**config.mk**
```make
export PLATFORM = sky130hd
export DESIGN_NAME = warp_reconv_ctrl
export DESIGN_NICKNAME = d
export VERILOG_FILES = /design/src/rtl/warp_reconv_pkg.sv /design/src/rtl/mask_splitter.sv /design/src/rtl/reconv_stack.sv /design/src/rtl/warp_reconv_ctrl.sv
export SDC_FILE = /design/constraint.sdc
export NUM_CORES = 1
export LEC_CHECK = 0
export CORE_AREA = 2 2 122 148
export CTS_CLUSTER_SIZE = 28
export DETAILED_ROUTE_END_ITERATION = 10
export DIE_AREA = 0 0 124 150
export MAX_ROUTING_LAYER = met4
export PLACE_DENSITY = 0.67
export SLEW_MARGIN = 30
export SYNTH_ARGS = -nofsm -noshare
export SYNTH_HDL_FRONTEND = slang
export SYNTH_SLANG_ARGS = --single-unit
```
**constraint.sdc**
```tcl
create_clock -name clk -period 3.1 [get_ports clk]
set_input_delay 0.62 -clock clk [delete_from_list [all_inputs] [get_ports clk]]
set_output_delay 0.62 -clock clk [all_outputs]
set_load 0.05 [all_outputs]
```
**src/rtl/warp_reconv_pkg.sv**
```systemverilog
package warp_reconv_pkg;

    typedef enum logic [1:0] {
        OP_PLAIN   = 2'b00,
        OP_SAVE    = 2'b01,
        OP_BRANCH  = 2'b10,
        OP_RESTORE = 2'b11
    } ctrl_op_e;

    typedef enum logic [1:0] {
        SPLIT_BOTH   = 2'b00,
        SPLIT_ELSE   = 2'b01,
        SPLIT_THRU   = 2'b10
    } split_kind_e;

    // Decide how a branch divides the active threads.
    function automatic split_kind_e classify_split(input logic any_thru,
                                                   input logic any_else);
        if (!any_thru)
            return SPLIT_ELSE;
        else if (!any_else)
            return SPLIT_THRU;
        else
            return SPLIT_BOTH;
    endfunction

endpackage

```
**src/rtl/mask_splitter.sv**
```systemverilog
module mask_splitter
    import warp_reconv_pkg::*;
#(
    parameter int NTHR = 8
) (
    input  logic [NTHR-1:0] cur_mask,
    input  logic [NTHR-1:0] pred,
    output logic [NTHR-1:0] thru_mask,
    output logic [NTHR-1:0] else_mask,
    output split_kind_e     kind
);

    always_comb begin
        thru_mask = pred & cur_mask;
        else_mask = ~pred & cur_mask;
        kind      = classify_split(|thru_mask, |else_mask);
    end

endmodule

```
**src/rtl/reconv_stack.sv**
```systemverilog
module reconv_stack #(
    parameter int PC_W  = 16,
    parameter int NTHR  = 8,
    parameter int DEPTH = 4,
    localparam int LVL_W = $clog2(DEPTH + 1),
    localparam int IDX_W = (DEPTH > 1) ? $clog2(DEPTH) : 1
) (
    input  logic             clk,
    input  logic             rst,
    input  logic             push,
    input  logic             pop,
    input  logic [PC_W-1:0]  push_pc,
    input  logic [NTHR-1:0]  push_mask,
    output logic [PC_W-1:0]  top_pc,
    output logic [NTHR-1:0]  top_mask,
    output logic             full,
    output logic             empty,
    output logic [LVL_W-1:0] level
);

    logic [LVL_W-1:0] level_q;
    logic [PC_W-1:0]  ent_pc   [DEPTH];
    logic [NTHR-1:0]  ent_mask [DEPTH];
    logic [IDX_W-1:0] top_idx;

    assign empty = (level_q == '0);
    assign full  = (level_q == LVL_W'(DEPTH));
    assign level = level_q;

    for (genvar i = 0; i < DEPTH; i++) begin : g_slot
        logic [PC_W-1:0] slot_pc;
        logic [NTHR-1:0] slot_mask;

        always_ff @(posedge clk) begin
            if (rst) begin
                slot_pc   <= '0;
                slot_mask <= '0;
            end else if (push && !full && level_q == LVL_W'(i)) begin
                slot_pc   <= push_pc;
                slot_mask <= push_mask;
            end
        end

        assign ent_pc[i]   = slot_pc;
        assign ent_mask[i] = slot_mask;
    end

    always_comb begin
        if (empty)
            top_idx = '0;
        else
            top_idx = IDX_W'(level_q - LVL_W'(1));
        top_pc   = ent_pc[top_idx];
        top_mask = ent_mask[top_idx];
    end

    always_ff @(posedge clk) begin
        if (rst)
            level_q <= '0;
        else if (push && !full)
            level_q <= level_q + LVL_W'(1);
        else if (pop && !empty)
            level_q <= level_q - LVL_W'(1);
    end

endmodule

```
**src/rtl/warp_reconv_ctrl.sv**
```systemverilog
module warp_reconv_ctrl
    import warp_reconv_pkg::*;
#(
    parameter int PC_W  = 16,
    parameter int NTHR  = 8,
    parameter int DEPTH = 4,
    localparam int LVL_W = $clog2(DEPTH + 1)
) (
    input  logic            clk,
    input  logic            rst,
    input  logic            instr_valid,
    input  logic [1:0]      op,
    input  logic [PC_W-1:0] target_pc,
    input  logic [NTHR-1:0] pred,
    output logic [PC_W-1:0] pc,
    output logic [NTHR-1:0] active_mask,
    output logic            overflow_err,
    output logic            underflow_err
);

    logic [PC_W-1:0]  pc_q, pc_n;
    logic [NTHR-1:0]  mask_q, mask_n;
    logic             ovf_q, udf_q, ovf_set, udf_set;

    logic             stk_push, stk_pop;
    logic [PC_W-1:0]  stk_push_pc, stk_top_pc;
    logic [NTHR-1:0]  stk_push_mask, stk_top_mask;
    logic             stk_full, stk_empty;
    logic [LVL_W-1:0] stk_level;

    logic [NTHR-1:0]  thru_mask, else_mask;
    split_kind_e      kind;
    ctrl_op_e         op_e;
    logic [PC_W-1:0]  pc_step;

    assign op_e    = ctrl_op_e'(op);
    assign pc_step = pc_q + PC_W'(1);

    mask_splitter #(.NTHR(NTHR)) u_split (
        .cur_mask  (mask_q),
        .pred      (pred),
        .thru_mask (thru_mask),
        .else_mask (else_mask),
        .kind      (kind)
    );

    reconv_stack #(.PC_W(PC_W), .NTHR(NTHR), .DEPTH(DEPTH)) u_stack (
        .clk       (clk),
        .rst       (rst),
        .push      (stk_push),
        .pop       (stk_pop),
        .push_pc   (stk_push_pc),
        .push_mask (stk_push_mask),
        .top_pc    (stk_top_pc),
        .top_mask  (stk_top_mask),
        .full      (stk_full),
        .empty     (stk_empty),
        .level     (stk_level)
    );

    always_comb begin
        pc_n          = pc_q;
        mask_n        = mask_q;
        stk_push      = 1'b0;
        stk_pop       = 1'b0;
        stk_push_pc   = target_pc;
        stk_push_mask = mask_q;
        ovf_set       = 1'b0;
        udf_set       = 1'b0;
        if (instr_valid) begin
            unique case (op_e)
                OP_PLAIN: begin
                    pc_n = pc_step;
                end
                OP_SAVE: begin
                    pc_n = pc_step;
                    if (stk_full)
                        ovf_set = 1'b1;
                    else
                        stk_push = 1'b1;
                end
                OP_BRANCH: begin
                    unique case (kind)
                        SPLIT_ELSE: begin
                            pc_n   = target_pc;
                            mask_n = else_mask;
                        end
                        SPLIT_THRU: begin
                            pc_n = pc_step;
                        end
                        default: begin
                            pc_n = pc_step;
                            if (stk_full) begin
                                ovf_set = 1'b1;
                            end else begin
                                stk_push      = 1'b1;
                                stk_push_mask = else_mask;
                                mask_n        = thru_mask;
                            end
                        end
                    endcase
                end
                OP_RESTORE: begin
                    if (stk_empty) begin
                        udf_set = 1'b1;
                        pc_n    = pc_step;
                    end else begin
                        stk_pop = 1'b1;
                        pc_n    = stk_top_pc;
                        mask_n  = stk_top_mask;
                    end
                end
                default: pc_n = pc_step;
            endcase
        end
    end

    always_ff @(posedge clk) begin
        if (rst) begin
            pc_q   <= '0;
            mask_q <= '1;
            ovf_q  <= 1'b0;
            udf_q  <= 1'b0;
        end else begin
            pc_q   <= pc_n;
            mask_q <= mask_n;
            ovf_q  <= ovf_q | ovf_set;
            udf_q  <= udf_q | udf_set;
        end
    end

    assign pc            = pc_q;
    assign active_mask   = mask_q;
    assign overflow_err  = ovf_q;
    assign underflow_err = udf_q;

endmodule

```
[Word-level counts from Yosys, hierarchy flattened]
Cells that the tools add are included.
Storage, ports and cells
  register bits: 125
  output and inout port bits: 26
  input port bits: 29
Operators by class
  reduce and logical (&&, ||, !) cells: 17
  magnitude comparators: 1
  add/sub/neg operators: 3
  equal/unequal tests: 12
  mux-type cells: 36
  bitwise gates (word level): 6
Operators with widths (number)
  $mux W16: 4
  $mux W8: 8
  $pmux W16 S3: 1
  $bmux W16 S2: 1
  $pmux W8 S2: 2
  $add A16 B1 Y16 const B: 1
  $and A8 B8 Y8: 2
  $bmux W8 S2: 1
  $reduce_or A8 Y1: 2
  $mux W1: 12
  $not A8 Y8: 1
  $eq A2 B2 Y1 const B: 3
  $eq A3 B2 Y1 const B: 2
  $logic_and A1 B1 Y1: 6
  $mux W2: 3
  $mux W3: 2
  $reduce_and A5 Y1: 1
  $eq A2 B1 Y1 const B: 2
  $ne A2 B2 Y1 const B: 2
  $pmux W1 S2: 2
  $reduce_bool A2 Y1: 2
  $reduce_or A2 Y1: 2
  $add A3 B1 Y3 const B: 1
  $eq A3 B1 Y1 const B: 1
  9 further kinds: 11

[Longest topological paths before layout]
Gate-level depths: netlist of run 1.
  depth in word-level cells: 12
  gate-level depth with buffers: 9
  depth with buffers taken out: 7

[By module]
A second synthesis of run 1 with hierarchy kept.
Unflattened totals
  cells, all modules: 881
  area, all modules: 6836.6 um2
Modules (own cells, without submodules)
  reconv_stack: cells an instance 610, area each 4752.1 um2, seq. area each 1981.9 um2, instances 1
  warp_reconv_ctrl: cells an instance 241, area each 1900.6 um2, seq. area each 520.5 um2, instances 1
  mask_splitter: cells an instance 30, area each 183.9 um2, seq. area each 0.0 um2, instances 1

[Least setup slack after synthesis of run 1]
No wires, ideal clock.
  kind: register to register
  start point: register u_stack.level_q[0], in the netlist u_stack.level[0]
  end point: register pc_q[10], in the netlist pc[10]
  setup time: 145 ps
  period minus slack after synthesis: 2485 ps
  buffers on the path: 1
  setup slack: 615 ps
  cell stages (with the launch flop): 9
  arrival time: 2340 ps
  cells stage by stage: dfxtp_1 inv_1 ha_1 nor2b_1 buf_4 nor2_8 mux4_2 a2111oi_0 a2111oi_0
On the way
  cells in the longest elaborated chain, start to end: 8
Ends and longest elaborated chain
  start: declaration: line reconv_stack.sv:21  | logic [LVL_W-1:0] level_q;
  start signal: assignment: line reconv_stack.sv:61  | level_q <= level_q + LVL_W'(1);
  start signal: assignment: line reconv_stack.sv:63  | level_q <= level_q - LVL_W'(1);
  $sub A3 B1 Y3 / $logic_not A3 Y1 (equally long branches): line reconv_stack.sv:52, reconv_stack.sv:26
  $mux W2: line reconv_stack.sv:49  | if (empty)
  $not A2 Y3 (implied by the code): line reconv_stack.sv:53  | top_pc = ent_pc[top_idx];
  $bmux W16 S2: line reconv_stack.sv:53
  $mux W16 (implied by the code) (2 in series): line reconv_stack.sv:53
  $mux W16 *: line warp_reconv_ctrl.sv:104  | if (stk_empty) begin
  $pmux W16 S3 *: line warp_reconv_ctrl.sv:71  | unique case (op_e)
  end signal: assignment: line warp_reconv_ctrl.sv:125  | pc_q <= pc_n;
  end: declaration: line warp_reconv_ctrl.sv:21  | logic [PC_W-1:0] pc_q, pc_n;
Mark *: on every way between the ends. The rest lies on a longest branch, timed or not. The select of a mux whose other input is x is not followed.
A chain may end at the register's enable or synchronous reset.

[Final worst setup path of run 1]
  start point: register u_stack.level_q[0], in the netlist u_stack.level[0]
  end point: register pc_q[9], in the netlist pc[9]
Same word-level chain as after synthesis.

==> results of run 1 <==
==> cell families after synthesis <==
kind of cell | count (synthesis) | share of synthesized area
AO/OA/AOI/OAI | 286 | 0.285
AND/OR/NAND/NOR | 234 | 0.199
flip-flops | 125 | 0.368
buffers and inverters | 84 | 0.0593
multiplexers | 24 | 0.0637
adder cells (fa/ha/maj) | 10 | 0.0184
XOR/XNOR | 5 | 0.00644
==> critical path, delay by kind of cell, from the launching register on <==
family | cells | cell delay, ns
flops | 1 | 0.35
fa+ha+maj | 1 | 0.27
buf+inv | 2 | 0.33
mux | 1 | 0.52
compound gates | 2 | 0.67
simple gates | 2 | 0.33
==> final cells by class <==
class,count,area (sq um)
fill,1635,9000
clock buffer,22,464
clock inverter,10,114
timing repair buffer,99,898
tap,220,275
sequential,125,2500
multi-input combinational,559,3900
inverter,23,86.3
==> cells in the mapped netlist, types with 15 or more instances <==
master / count
dfxtp_1: 125
a21oi_1: 75
o21ai_0: 74
nand3_1: 69
clkbuf_1: 36
nand2_1: 36
nand4_1: 35
o31ai_1: 34
inv_1: 20
and3_1: 18
nor2_1: 17
mux4_2: 15
==> state kept, by name (all words and copies together), names as in the netlist <==
register / flops
u_stack.g_slot.slot_pc: 64
u_stack.g_slot.slot_mask: 32
pc: 16
active_mask: 8
u_stack.level: 3
overflow_err: 1
underflow_err: 1
==> per-layer routing <==
metal / up-vias / wire [um] / track usage
li1: 3084 / - / -
met1: 3331 / 9330 / 0.324
met2: 352 / 10800 / 0.397
met3: 63 / 1870 / 0.0636
met4: 0 / 1160 / 0.136
met5: - / 0 / -
==> power by group through the flow <==
stage / registers (uW) / logic, uW / clock network [uW]
4_1_cts: 1690 / 730 / 1980
6_report: 1690 / 738 / 1970
3_5_place_dp: 1730 / 725 / 0
2_1_floorplan: 1770 / 409 / 0
3_3_place_gp: 1730 / 720 / 0
5_1_grt: 1700 / 784 / 2060
==> metrics by stage <==
step                utilization  setup slack, ns  hold WS [ns]  instance area [sq um]
detailed placement        0.444            0.206         0.449                   7660
global placement          0.444            0.232         0.436                   7660
CTS                       0.478            0.504         0.458                   8240
finish                    0.478            0.472         0.449                   8240
floorplan                     -            0.615         0.441                   6800
global route              0.478            0.234         0.476                   8240
==> path summary, 6_finish.rpt <==
path	slack, ns	to	start
min	0.45	overflow_err	overflow_err
max	0.47	pc[9]	u_stack.level[0]
max reg2reg	0.47	pc[9]	u_stack.level[0]
min reg2reg	0.45	overflow_err	overflow_err
==> implementation parameters, run 1 <==
Parameter                              Value

Synthesis
  Cell area after synthesis ... 6800 sq um
  Count of different cell masters after synthesis ... 73
  Count of flip-flops with a built-in enable after synthesis ... 0
  Cell taking the most area after synthesis ... dfxtp_1
  Yosys reg bits ... 125
  Cells taking the most area after synthesis ... dfxtp_1 (37%), a21oi_1 (5.5%), o21ai_0 (5.4%), nand3_1 (5.1%), mux4_2 (5.0%)
  Instance count of the mapped netlist ... 768
  Sequential-to-total area share from yosys stat ... 0.368
  Total number of yosys warnings ... 0
  Commonest register cell after synthesis ... dfxtp_1
  Number of nets in the synthesized netlist ... 807
  Post-synth top area share ... 0.368
  Average cell area after synthesis ... 8.85 sq um
  Post-synthesis async set-or-reset flop share ... 0

STA
  Tmin final ... 2.63 ns
  RSZ-0062 raised after global routing ... no
  Achievable Freq ... 381 MHz
  Max-slew headroom ... 0.392
  Slew @ Worst Pin ... 0.912 ns
  # setup viols final ... 0
  Final clock period utilization by the worst path ... 0.848
  Number of max-slew violations in the final report ... 0
  Total count of hold-check failures in the final report ... 0
  Setup TNS ... 0 ns
  Post-route clock skew ... 0.0111 ns

Cells and area
  Inserted Diodes ... 0
  Count of nets after finishing ... 864
  Area delta synth->final ... 21.3%
  Layout cell share with drive strength beyond 1 ... 0.168
  Finished Layout Cells ... 1058
  Highest-count cells in the layout ignoring fill and taps ... dfxtp_1 (125), a21oi_1 (75), o21ai_0 (74)
  Leading cell type in the layout, fill and taps excluded ... dfxtp_1

Power
  Power density cells ... 534 nW/um^2
  PnR Total Power ... 4400 uW
  Worst supply voltage drop on vdd ... 0.000578 V
  Switching power summed over all nets ... 1260 uW
  Seq pwr share ... 0.385
  Leakage ... 0.00285 uW
  Combinational cell fraction of total power ... 0.168
  Power share of the clock group ... 0.448
  Switching share of power ... 0.286
  Cell internal pwr ... 3140 uW

Floorplan
  Initial standard-cell utilization of the core ... 0.394
  Placement row count ... 53
  Die W ... 124 um
  Area of the core region ... 17200 sq um
  Die Y ... 150 um
  Total Die Area ... 18600 sq um
  Io pins ... 55

Placement
  PortBufs ... 54
  Dpl hpwl ... 14900 um
  Weighted congestion reported at the end of routability-driven placement ... 0.887
  DP Cell Count ... 1026

Critical path
  Peak fanout along the critical path ... 14
  Series of cell instances along the critical path ... inv_1 > ha_1 > nor2b_1 > buf_4 > nor2_8 > mux4_2 > a221oi_1 > a211oi_1
  Cell type of the slowest stage on the worst timing path ... mux4_2
  Data required time at the worst endpoint ... 3.36 ns
  Kind of critical path ... reg2reg
  Max stage delay on crit path ... 0.52 ns
  CP Launch Type ... register
  Cells on worst reg2reg path ... 8
  CP Data Arrival Time ... 2.89 ns
  Critical Path Sink Type ... register

Clocking
  Clock tree from TritonCTS ... done
  Root Buffer ... clkbuf_16
  Clock-pin slew reported for the worst setup and hold paths after clock tree synthesis ... 0.06 ns
  Clock net sink count ... 125
  Count of hold buffers inserted by post-cts repair ... 0
  Max clock buf depth ... 2
  Total of cells resized after clock tree synthesis ... 0
  Setup Fix Bufs, Post-CTS ... 0
  Worst-skew pair later-pin latency ... 0.42 ns
  H-tree Lvls ... 4
  Clock buffers created by TritonCTS ... 17

Drt
  Number of design-rule violations left by the first detailed-router iteration ... 823
  First-pass iteration count of the detailed router ... 6
  Antenna-violating nets left ... 0
  Via total after detailed routing ... 6830
  Total DRC errors in the routed layout ... 0
  Wire length per cell ... 21.9 um
  Routed wire length ... 23200 um
  Number of vias per cell ... 6.46

Status
  Result of the run ... finished clean

Worst hold path
  Kind of path behind the tightest hold check ... reg2reg
  Worst Hold Depth ... 2

GRT
  Combined global-route utilization of all metal layers ... 0.263
  Remaining global-route overflow ... 0
  Largest net degree at the start of global routing ... 82
  Initial antenna violation count ... 0
  Number of global-route vias before repair ... 6454
  Wire length of the first global-routing pass ... 36000 um

Flow run
  Max capacitance violation total ... 0
(Power assumes the default switching activity.)
==> run 2, diff against run 1 <==
==> constraint.sdc (replaced) <==
create_clock -name clk -period 2.5 [get_ports clk]
set_input_delay 0.5 -clock clk [delete_from_list [all_inputs] [get_ports clk]]
set_output_delay 0.5 -clock clk [all_outputs]
set_load 0.05 [all_outputs]
==> run 2 against run 1 <==
  * Non-clock buffer count is 42 higher
  * Worst hold slack worse by 0.015 ns
  * Global-route usage is 0.52 points higher
  * Maximum frequency is 11% higher
  * Register-to-register slack worse by 0.35 ns
  * Power is 35% higher
  * Die area stayed put
  * Utilization is 3.5 points higher
  * Combinational power is 42% higher
  * Largest power group unchanged
==> implementation parameters, run 2 (same netlist as run 1, synthesis figures left out) <==
Parameter                              Value

STA
  # setup viols final ... 0
  Post-route clock skew ... 0.0134 ns
  Slew @ Worst Pin ... 0.664 ns
  RSZ-0062 raised after global routing ... yes
  Final clock period utilization by the worst path ... 0.950
  Achievable Freq ... 421 MHz
  Max-slew headroom ... 0.553
  Total count of hold-check failures in the final report ... 0
  Number of max-slew violations in the final report ... 0
  Tmin final ... 2.38 ns
  Worst hold margin ... 0.435 ns

Floorplan
  Io pins ... 55
  Area of the core region ... 17200 sq um
  Total Die Area ... 18600 sq um
  Initial standard-cell utilization of the core ... 0.394
  Die W ... 124 um
  Die Y ... 150 um
  Placement row count ... 53

Placement
  Dpl hpwl ... 15800 um
  Weighted congestion reported at the end of routability-driven placement ... 0.910
  PortBufs ... 54

Critical path
  Peak fanout along the critical path ... 14
  Cells on worst reg2reg path ... 9
  Register-to-register setup slack ... 0.12 ns
  CP Data Arrival Time ... 2.66 ns
  Critical Path Sink Type ... register
  Series of cell instances along the critical path ... inv_1 > ha_2 > nor2b_2 > buf_4 > nor2_8 > buf_6 > mux4_2 > o211ai_1 > o211ai_1
  Crit path top cell by count ... o211ai_1
  Max stage delay on crit path ... 0.56 ns
  Startpoint of the worst register-to-register path ... u_stack.level[1]
  Data required time at the worst endpoint ... 2.79 ns
  Kind of critical path ... reg2reg
  CP Launch Type ... register
  Crit Reg-Reg Endpoint ... active_mask[0]
  Cell type of the slowest stage on the worst timing path ... mux4_2

GRT
  Combined global-route utilization of all metal layers ... 0.268
  Remaining global-route overflow ... 0
  Wire length of the first global-routing pass ... 36800 um
  Largest net degree at the start of global routing ... 53
  Number of global-route vias before repair ... 6595
  Initial antenna violation count ... 0

Cells and area
  Layout cell share with drive strength beyond 1 ... 0.218
  Area delta synth->final ... 30.1%
  Top reg by flops ... u_stack.g_slot.slot_pc
  Highest-count cells in the layout ignoring fill and taps ... dfxtp_1 (125), a21oi_1 (75), o21ai_0 (74)
  Inserted Diodes ... 0
  Leading cell type in the layout, fill and taps excluded ... dfxtp_1
  Number of flip-flops in the largest register ... 64
  Count of nets after finishing ... 906
  Utilization after layout ... 0.513
  Total of fill cells in the finished design ... 1574

Clocking
  Max clock buf depth ... 2
  Clock buffers created by TritonCTS ... 17
  Clock tree from TritonCTS ... done
  Count of hold buffers inserted by post-cts repair ... 0
  Clock net sink count ... 125
  H-tree Lvls ... 4
  Setup Fix Bufs, Post-CTS ... 0
  Root Buffer ... clkbuf_16
  Worst-skew pair later-pin latency ... 0.43 ns
  Clock-pin slew reported for the worst setup and hold paths after clock tree synthesis ... 0.06 ns

Drt
  Via total after detailed routing ... 6990
  Routed wire length ... 24100 um
  Total DRC errors in the routed layout ... 0
  Number of vias per cell ... 6.35
  Number of design-rule violations left by the first detailed-router iteration ... 798
  Wire length per cell ... 22.0 um
  Antenna-violating nets left ... 0
  First-pass iteration count of the detailed router ... 5

Worst hold path
  Critical hold path startpoint ... rst
  Worst Hold Depth ... 3
  Kind of path behind the tightest hold check ... in2reg
  Worst Hold Path EP ... pc[15]

Power
  Power density cells ... 670 nW/um^2
  Leakage ... 0.00315 uW
  Worst supply voltage drop on vdd ... 0.000525 V

Status
  Result of the run ... finished clean

Flow run
  Max capacitance violation total ... 0
## run 2: cell types whose count changed in the layout (fill, tap and decap cells not counted), moves of 3 or more
cell	previous run	this run
a2111oi_0	10	2
a2111oi_1	0	5
a2111oi_2	0	3
buf_12	2	14
buf_4	43	72
bufinv_16	2	5
## run 2: report_power, final
part	internal, uW	total, uW	switching [uW]
Clock	1800	2780	974
Combinational	422	1050	623
Sequential	2050	2100	50.7
Total	4270	5920	1650
## run 2: worst max-delay path by stage
stage / startpoint / end / depth (start not counted)
floorplan: u_stack.level[0] / pc[10] / 8
finish: u_stack.level[1] / active_mask[0] / 9
global route: u_stack.level[1] / pc[13] / 9
global placement: op[1] / u_stack.g_slot[3].slot_mask[2] / 7
CTS: u_stack.level[1] / active_mask[0] / 9
detailed placement: op[0] / u_stack.g_slot[2].slot_pc[8] / 9
## run 2: repair_timing
action,in CTS,in global routing
endpoints found under the setup margin,0,11
resized for setup,0,18
endpoints found under the hold margin,0,0
## run 2: layout make-up
type / count / area (sq um) / share of cell area
clock buffer: 19 / 443 / 0.0501
clock inverter: 13 / 211 / 0.0239
inverter: 23 / 86.3 / 0.00977
multi-input combinational: 559 / 3950 / 0.447
sequential: 125 / 2500 / 0.283
tap: 220 / 275 / 0.0311
timing repair buffer: 141 / 1370 / 0.155
## run 2: worst max-delay path, delay by kind of cell, from the launching register on
kind / cells / cell delay (ns)
AND/OR/NAND/NOR: 2 / 0.35
flip-flops: 1 / 0.36
AO/OA/AOI/OAI: 2 / 0.27
buffers and inverters: 3 / 0.48
multiplexers: 1 / 0.56
adder cells (fa/ha/maj): 1 / 0.21
## run 2: metrics by stage
stage	area (sq um)	total power (uW)	TNS (ns)	setup slack [ns]	instances
after floorplan	6800	2710	0	0.0150	768
after global routing	8840	6080	-0.0301	-0.0278	1100
after detailed placement	8130	3140	-12.03	-0.171	1068
after CTS	8780	5900	0	0.0400	1100
final	8840	5920	0	0.125	1100
after global placement	8130	3140	-9.52	-0.150	1068
## run 2: metal layers
layer  share of wire  vias to the layer above  global-route usage
met1            0.41                     3390               0.337
li1                -                     3171                   -
met4           0.035                        0               0.111
met5               0                        -                   -
met3           0.076                       64              0.0522
met2            0.48                      365               0.420
==> run 3, diff against run 2 <==
--- a/config.mk
+++ b/config.mk
@@ -5,12 +5,15 @@
 export SDC_FILE = /design/constraint.sdc
 export NUM_CORES = 1
 export LEC_CHECK = 0
-export CORE_AREA = 2 2 122 148
+export CELL_PAD_IN_SITES_DETAIL_PLACEMENT = 1
+export CELL_PAD_IN_SITES_GLOBAL_PLACEMENT = 2
+export CORE_AREA = 2 2 129 156
 export CTS_CLUSTER_SIZE = 28
 export DETAILED_ROUTE_END_ITERATION = 10
-export DIE_AREA = 0 0 124 150
+export DIE_AREA = 0 0 131 158
 export MAX_ROUTING_LAYER = met4
-export PLACE_DENSITY = 0.67
+export PLACE_DENSITY = 0.87
+export SKIP_CTS_REPAIR_TIMING = 1
 export SLEW_MARGIN = 30
 export SYNTH_ARGS = -nofsm -noshare
 export SYNTH_HDL_FRONTEND = slang
==> run 3 against run 2 <==
  * Flip-flop and latch count unchanged
  * Combinational power increased by 6%
  * Clock skew decreased by 0.0077 ns
  * Design area increased by 2.6%
  * Sequential power about the same
  * Global-route usage increased by 2.2 points
  * Worst hold slack improved by 0.036 ns
  * Utilization decreased by 4.2 points
  * Sequential share of layout area decreased by 0.70 points
  * Largest cell class unchanged
  * Largest power group unchanged
==> implementation parameters, run 3 (same netlist as run 1, synthesis figures left out) <==
Parameter                              Value

Status
  Result of the run ... finished clean

STA
  Tmin final ... 2.42 ns
  Max-slew headroom ... 0.552
  # setup viols final ... 0
  Setup WS post-layout ... 0.0811 ns
  Number of max-slew violations in the final report ... 0
  RSZ-0062 raised after global routing ... yes
  Post-route clock skew ... 0.00565 ns
  Achievable Freq ... 413 MHz
  Final clock period utilization by the worst path ... 0.968
  Slew @ Worst Pin ... 0.670 ns
  Total count of hold-check failures in the final report ... 0

Placement
  Post-Place Worst Slack ... -0.285 ns
  PortBufs ... 54
  Weighted congestion reported at the end of routability-driven placement ... 1.01
  DP Cell Count ... 1128
  Dpl hpwl ... 19100 um
  Cell area reported after detailed placement ... 8360 sq um

Power
  Power density cells ... 650 nW/um^2
  Leakage ... 0.00324 uW
  Switching share of power ... 0.289
  Combinational cell fraction of total power ... 0.187
  Power share of the clock group ... 0.455
  Seq pwr share ... 0.357
  Cell internal pwr ... 4190 uW
  Worst supply voltage drop on vdd ... 0.000507 V
  Switching power summed over all nets ... 1710 uW
  PnR Total Power ... 5900 uW

Drt
  Wire length per cell ... 24.8 um
  Total DRC errors in the routed layout ... 0
  Via total after detailed routing ... 7192
  Number of design-rule violations left by the first detailed-router iteration ... 516
  Number of vias per cell ... 6.19
  Antenna-violating nets left ... 0
  First-pass iteration count of the detailed router ... 7
  Routed wire length ... 28700 um

Flow run
  Max capacitance violation total ... 0

Worst hold path
  Kind of path behind the tightest hold check ... reg2reg
  Worst Hold Depth ... 2

Critical path
  Critical Path Sink Type ... register
  Kind of critical path ... reg2reg
  Cells on worst reg2reg path ... 8
  CP Launch Type ... register
  CP Data Arrival Time ... 2.71 ns
  Peak fanout along the critical path ... 7
  Data required time at the worst endpoint ... 2.79 ns

Clocking
  H-tree Lvls ... 4
  Clock-pin slew reported for the worst setup and hold paths after clock tree synthesis ... 0.06 ns
  Clock buffers created by TritonCTS ... 17
  Clock net sink count ... 125
  Worst-skew pair later-pin latency ... 0.42 ns
  Clock tree from TritonCTS ... done
  Max clock buf depth ... 2
  Root Buffer ... clkbuf_16

GRT
  Initial antenna violation count ... 0
  Number of global-route vias before repair ... 7669
  Remaining global-route overflow ... 0
  Largest net degree at the start of global routing ... 82
  Combined global-route utilization of all metal layers ... 0.290
  Wire length of the first global-routing pass ... 44000 um

Cells and area
  Top reg by flops ... u_stack.g_slot.slot_pc
  Count of nets after finishing ... 926
  Total of fill cells in the finished design ... 2192
  Number of flip-flops in the largest register ... 64
  Inserted Diodes ... 0
  Finished Layout Cells ... 1161
  Leading cell type in the layout, fill and taps excluded ... dfxtp_1
  Utilization after layout ... 0.471
  Layout cell share with drive strength beyond 1 ... 0.236
  Area delta synth->final ... 33.4%
  Final standard cell area without fillers ... 9070 sq um
  Highest-count cells in the layout ignoring fill and taps ... dfxtp_1 (124), buf_4 (89), a21oi_1 (75)

Floorplan
  Placement row count ... 56
  Die W ... 131 um
  Die Y ... 158 um
  Area of the core region ... 19300 sq um
  Total Die Area ... 20700 sq um
  Initial standard-cell utilization of the core ... 0.353
  Io pins ... 55
==> run 3: cell types whose count changed in the layout (fill, tap and decap cells not counted), moves of 2 or more <==
cell / previous run / this run
a221oi_1: 5 / 7
nor2_2: 3 / 6
buf_12: 14 / 17
a2111oi_0: 2 / 5
a2111oi_4: 2 / 4
clkinvlp_4: 1 / 4
inv_6: 3 / 1
a221oi_2: 2 / 0
nor2_4: 2 / 0
buf_4: 72 / 89
a2111oi_1: 5 / 2
a2111oi_2: 3 / 1
==> run 3: critical path, cell delays in order (launching register included) <==
cell	delay [ns]
dfxtp_2	0.36
inv_1	0.10
ha_2	0.21
nor2b_1	0.17
buf_4	0.19
nor2_8	0.19
mux4_2	0.60
a2111oi_4	0.35
a2111oi_0	0.10
==> run 3: area by class of cell <==
type	instances	area, sq um	share of cell area
clock buffer	19	443	0.0488
timing repair buffer	161	1560	0.172
inverter	23	86.3	0.00952
tap	261	327	0.0360
sequential	125	2500	0.276
multi-input combinational	559	3960	0.437
clock inverter	13	189	0.0208
==> run 3: worst paths after layout <==
kind	startpoint	end	slack [ns]
worst min-delay path	u_stack.g_slot[1].slot_pc[6]	u_stack.g_slot[1].slot_pc[6]	0.47
worst max register to register	u_stack.level[1]	pc[10]	0.08
worst min register to register	u_stack.g_slot[1].slot_pc[6]	u_stack.g_slot[1].slot_pc[6]	0.47
worst max-delay path	u_stack.level[1]	pc[10]	0.08
==> run 3: power by group through the flow <==
stage | clock network, uW | logic [uW] | registers [uW]
6_report | 2690 | 1110 | 2110
4_1_cts | 2710 | 1070 | 2110
2_1_floorplan | 0 | 507 | 2200
3_5_place_dp | 0 | 1050 | 2150
5_1_grt | 2790 | 1160 | 2110
3_3_place_gp | 0 | 1020 | 2140
==> run 3: per-layer routing <==
| layer | routed length (um) | track usage |
|---|---|---|
| met4 | 1710 | 0.173 |
| met3 | 1530 | 0.0497 |
| met5 | 0 | - |
| met2 | 14400 | 0.476 |
| met1 | 11100 | 0.328 |
==> run 3: metrics by stage <==
step,setup TNS [ns],hold slack [ns]
floorplan,0,0.441
finish,0,0.471
global placement,-10.87,0.438
global route,-0.0235,0.487
CTS,-0.152,0.460
detailed placement,-20.15,0.461
